### src/rtl/boot_stream_tx.sv
module boot_stream_tx #(
  parameter int DIV_W = 16
) (
  input  logic             clk,
  input  logic             rst_n,
  input  logic             start,
  output logic             busy,
  output logic             done,
  input  logic [7:0]       s_data,
  input  logic             s_valid,
  input  logic             s_last,
  output logic             s_ready,
  input  logic [DIV_W-1:0] baud_div,
  input  logic             hwait_en,
  input  logic             hwait_pol,
  input  logic             hwait_in,
  input  logic             cts_n,
  input  logic             guard_en,
  output logic             txd
);
  localparam int FRAME_BITS = 10;
  localparam int IDX_W = $clog2(FRAME_BITS);
  localparam logic [IDX_W-1:0] LAST_IDX = IDX_W'(FRAME_BITS - 1);

  typedef enum logic [1:0] {S_OFF, S_RDY, S_SEND, S_GAP} st_t;
  st_t st;

  logic [1:0] hw_sync, cts_sync;
  logic [FRAME_BITS-1:0] sh;
  logic [IDX_W-1:0] bit_idx;
  logic [DIV_W-1:0] baud_cnt, div_lim;
  logic last_q, done_q, was_held;

  wire hw_raw = ~(hwait_in ^ hwait_pol);
  wire hold = (hwait_en & hw_sync[1]) | cts_sync[1];
  wire gap_due = guard_en & was_held;
  wire [DIV_W-1:0] div_m1 = (baud_div == '0) ? '0 : baud_div - 1'b1;
  wire tick = (baud_cnt == div_lim);
  wire frame_end = tick & (bit_idx == LAST_IDX);

  assign s_ready = (st == S_RDY) & ~hold & ~gap_due;
  wire accept = s_valid & s_ready;
  assign txd = (st == S_SEND) ? sh[0] : 1'b1;
  assign busy = (st != S_OFF);
  assign done = done_q;

  always_ff @(posedge clk or negedge rst_n) begin
    if (!rst_n) begin
      hw_sync  <= 2'b11;
      cts_sync <= 2'b11;
    end else begin
      hw_sync  <= {hw_sync[0], hw_raw};
      cts_sync <= {cts_sync[0], cts_n};
    end
  end

  always_ff @(posedge clk or negedge rst_n) begin
    if (!rst_n) begin
      st       <= S_OFF;
      sh       <= '1;
      bit_idx  <= '0;
      baud_cnt <= '0;
      div_lim  <= '0;
      last_q   <= 1'b0;
      done_q   <= 1'b0;
      was_held <= 1'b0;
    end else begin
      case (st)
        S_OFF: begin
          if (start) begin
            st       <= S_RDY;
            done_q   <= 1'b0;
            was_held <= 1'b0;
          end
        end
        S_RDY: begin
          div_lim  <= div_m1;
          baud_cnt <= '0;
          bit_idx  <= '0;
          if (hold) begin
            was_held <= 1'b1;
          end else if (gap_due) begin
            was_held <= 1'b0;
            st       <= S_GAP;
          end else if (accept) begin
            sh     <= {1'b1, s_data, 1'b0};
            last_q <= s_last;
            st     <= S_SEND;
          end
        end
        S_SEND: begin
          if (tick) begin
            baud_cnt <= '0;
            if (bit_idx == LAST_IDX) begin
              st     <= last_q ? S_OFF : S_RDY;
              done_q <= last_q;
            end else begin
              bit_idx <= bit_idx + 1'b1;
              sh      <= {1'b1, sh[FRAME_BITS-1:1]};
            end
          end else begin
            baud_cnt <= baud_cnt + 1'b1;
          end
        end
        S_GAP: begin
          if (tick) begin
            baud_cnt <= '0;
            if (bit_idx == LAST_IDX) st <= S_RDY;
            else bit_idx <= bit_idx + 1'b1;
          end else begin
            baud_cnt <= baud_cnt + 1'b1;
          end
        end
        default: st <= S_OFF;
      endcase
    end
  end

  p_load_start_r2: assert property (@(posedge clk) disable iff (!rst_n)
    accept |=> (st == S_SEND && !txd));
  p_bit_hold_r2: assert property (@(posedge clk) disable iff (!rst_n)
    (st == S_SEND && $past(st == S_SEND) && !$past(tick)) |-> $stable(txd));
  p_frame_next_r2: assert property (@(posedge clk) disable iff (!rst_n)
    (st == S_SEND && frame_end && !last_q) |=> (st == S_RDY && txd));
  p_done_quiet_r3: assert property (@(posedge clk) disable iff (!rst_n)
    done |-> (!busy && txd));
  p_no_start_held_r5: assert property (@(posedge clk) disable iff (!rst_n)
    (st == S_RDY && hold) |=> (st != S_SEND));
  p_gap_quiet_r9: assert property (@(posedge clk) disable iff (!rst_n)
    (st == S_GAP) |-> (txd && !s_ready));
endmodule

### config.mk
export PLATFORM = sky130hd
export DESIGN_NAME = boot_stream_tx
export DESIGN_NICKNAME = d
export VERILOG_FILES = /design/src/rtl/boot_stream_tx.sv
export SDC_FILE = /design/constraint.sdc
export NUM_CORES = 1
export LEC_CHECK = 0
export BUFFER_PORTS_ARGS = -buffer_cell sky130_fd_sc_hd__buf_4
export CORE_UTILIZATION = 58
export DETAILED_ROUTE_END_ITERATION = 8
export PLACE_DENSITY = 0.79
export SLEW_MARGIN = 10
export SYNTH_ARGS = -nofsm -noshare
export SYNTH_HDL_FRONTEND = slang
export SYNTH_SLANG_ARGS = --single-unit
### constraint.sdc
create_clock -name clk -period 2.6 [get_ports clk]
set_input_delay 0.78 -clock clk [delete_from_list [all_inputs] [get_ports clk]]
set_output_delay 0.78 -clock clk [all_outputs]
set_load 0.03 [all_outputs]
==> impl_results.md <==
* Slew Limit Fails at 0
* Pleak at 1.569 nW
* Clk slew on worst S/H paths at 0.08 ns
* Port Buf Inserts at 37
* Status: completed
* Initial core utilization at 61.06%
* Sum Neg Setup Slack at 0 ns
* Hold Vio Cnt, Final at 0
* Unique cell type count in the Yosys netlist at 51
* Maxcap violations at 0
* Total routed wirelength at 6.012 mm
* Critical Path AT at 1.58 ns
* Unrepaired setup endpoints after global routing: no
* Worst setup SP type: input port
* CTS sink cnt at 54
* Fraction of layout cells with a size suffix above 1 at 21.59%
* Vias in the first global route at 2223
* CP Capture Point: s_ready
* # diodes at 0
* Cells after DPL at 414
* Die Height at 76.02 um
* Highest clock rate at 0.4242 GHz
* Reg2reg path depth at 6
* Mapped Nets at 360
* Slew headroom at 55.44%
* Post-Syn Area per Cell at 10.06 um2
* Final HPWL DP at 4.359 mm
* Hold_buf cts at 0
* Synth Cell Area at 3178 um2
* Gpl congestion at 0.7798
* Std cell rows at 26
* Initial antenna violation count at 0
* Largest net degree at the start of global routing at 55
* Area Overhead vs Synth at 14.13%
* Crit Reg-Reg Endpoint: st[0]
* Worst EP required at 1.82 ns
* DRT antenna net count at 0
* Commonest non-fill, non-tap cell in the layout: buf_4
* Synth async-reset ratio at 100.0%
* Root buf cell: clkbuf_8
* FF+latch count, synth at 54
* Sw Ratio at 37.54%
* Sequential area share after synthesis at 43.03%
* # H-tree levels at 2
* Most frequent cells in the layout: buf_4, dfrtp_1, xor2_1
* Number of fill cells at 387
* Vias per cell at 5.555
* Global-route wire length before repair at 10.45 mm
* Top Ports at 38
* Core area at 5205 um2
* Clock Skew at 0.01326 ns
* Final min period at 2.357 ns
* # nets final at 395
* Worst-path fanout max at 5
* Total grt overflow at 0
* Clock Power Share at 17.1%
* Gr usage total at 22.44%
* TritonCTS Buffers at 5
* DRT iter0 DRCs at 134
* Crit. End Element: output pin
* Routed via count at 2344
* Reg power frac at 41.0%
* Die area at 5779 um2
* Max VDD drop at 0.0005757 V
* DR WL/cell at 14.25 um
* Number of synthesized flops with an enable pin at 0
* CTS tree: done
* Comb pwr share at 41.9%
* NetSw at 1.207 mW
* Post-CTS setup buffers at 0
* Critical setup path kind: in2out
* Post-synthesis instance total at 316
* DRT Pass-1 Iters at 4
* R2R setup slack at 0.38 ns
* Crit Reg-Reg Startpoint: st[0]
* Die X at 76.02 um
* Worst-Margin Slew at 0.6684 ns
* Non-Filler Instances at 422
* Synth warn at 0
* Cell Int Power at 2.009 mW
* Maximum root-to-sink buffer count at 2
* Clk Latency, worst-skew pair at 0.31 ns
* Top_reg_cell synth: dfrtp_1
* Power Density at 886.7 nW/um2
* Fin crit share at 90.67%
* CTS-repair resized insts at 0
* Final setup vio count at 0
* DRC at 0
* Hold Crit Class: reg2reg
* Crit. Startpoint: hwait_en
-- cell usage after synthesis, types with 3 or more instances --
| library cell | n | area, um2 |
|---|---|---|
| a21o_1 | 3 | 22.52 |
| a21oi_1 | 5 | 25.02 |
| and3_1 | 5 | 31.28 |
| buf_1 | 3 | 11.26 |
| buf_2 | 5 | 25.02 |
| clkbuf_1 | 6 | 22.52 |
| dfrtp_1 | 41 | 1026 |
| dfstp_2 | 13 | 341.6 |
| ha_1 | 10 | 125.1 |
| inv_1 | 12 | 45.04 |
| mux2i_1 | 9 | 90.09 |
| nand2_1 | 21 | 78.83 |
| nand2b_1 | 3 | 18.77 |
| nand3_1 | 9 | 45.04 |
| nand3b_1 | 3 | 22.52 |
| nand4_1 | 4 | 25.02 |
| nand4b_1 | 4 | 35.03 |
| nor2_1 | 25 | 93.84 |
| nor2b_1 | 9 | 56.30 |
| nor3_1 | 8 | 40.04 |
| nor4_1 | 5 | 31.28 |
| nor4_2 | 5 | 62.56 |
| o211ai_1 | 10 | 75.07 |
| o21ai_0 | 5 | 25.02 |
| o22ai_1 | 4 | 25.02 |
| o2bb2ai_1 | 16 | 140.1 |
| or3_1 | 7 | 43.79 |
| xnor2_1 | 13 | 113.9 |
| xor2_1 | 31 | 271.5 |
-- power by group through the flow --
stage	registers, mW	logic (mW)	clock network, mW
after detailed placement	1.33	1.35	0
after CTS	1.32	1.36	0.559
after global routing	1.35	1.51	0.591
final	1.32	1.35	0.550
after global placement	1.32	1.31	0
after floorplan	1.27	1.02	0
-- worst min path at each step --
| stage | from | to | slack [ns] | cells past startpoint |
|---|---|---|---|---|
| after floorplan | cts_sync[0] | cts_sync[1] | 0.35 | 0 |
| after global placement | cts_sync[0] | cts_sync[1] | 0.35 | 0 |
| after detailed placement | hw_sync[0] | hw_sync[1] | 0.35 | 0 |
| after CTS | hw_sync[0] | hw_sync[1] | 0.36 | 0 |
| after global routing | hw_sync[0] | hw_sync[1] | 0.37 | 0 |
| final | hw_sync[0] | hw_sync[1] | 0.36 | 0 |
-- per-layer routing --
| layer | track usage, % | routed length, um |
|---|---|---|
| met2 | 33.18 | 2735 |
| met4 | 6.346 | 65 |
| met3 | 3.353 | 172 |
| met1 | 34.28 | 3039 |
| met5 | 0 | 0 |
-- state kept, by name (all words and copies together) (netlist names) --
| register | count |
|---|---|
| baud_cnt | 16 |
| div_lim | 16 |
| sh | 9 |
| bit_idx | 4 |
| cts_sync | 2 |
| hw_sync | 2 |
| st | 2 |
| done | 1 |
| last_q | 1 |
| was_held | 1 |
-- critical path, cell delays in order --
cell,delay [ns]
buf_4,0.11
a21oi_2,0.22
and3_1,0.28
buf_4,0.19
-- metrics by stage --
| stage | power [mW] | instance area [um2] | hold WS [ns] | worst slack, ns | utilization, % |
|---|---|---|---|---|---|
| floorplan | 2.297 | 3178 | 0.3452 | 0.3273 | - |
| global placement | 2.632 | 3521 | 0.3464 | 0.2777 | 67.64 |
| detailed placement | 2.675 | 3521 | 0.3482 | 0.2528 | 67.64 |
| CTS | 3.232 | 3627 | 0.3611 | 0.2497 | 69.69 |
| global route | 3.449 | 3627 | 0.3669 | 0.1968 | 69.69 |
| finish | 3.216 | 3627 | 0.3598 | 0.2425 | 69.69 |
-- logic make-up after synthesis --
kind of cell | synth area share (%)
simple gates | 20.08
compound gates | 13.50
flops | 43.03
xor+xnor | 12.13
buf+inv | 3.779
mux | 3.543
fa+ha+maj | 3.937
-- cell type report --
cell class,count,area (um2),area share [%]
clock buffer,7,76.32,2.104
clock inverter,1,30.03,0.8279
inverter,12,45.04,1.242
multi-input combinational,234,1690,46.60
sequential,54,1368,37.70
tap,70,87.58,2.415
timing repair buffer,44,330.3,9.107
No activity file was read; power rests on OpenSTA's default activity.
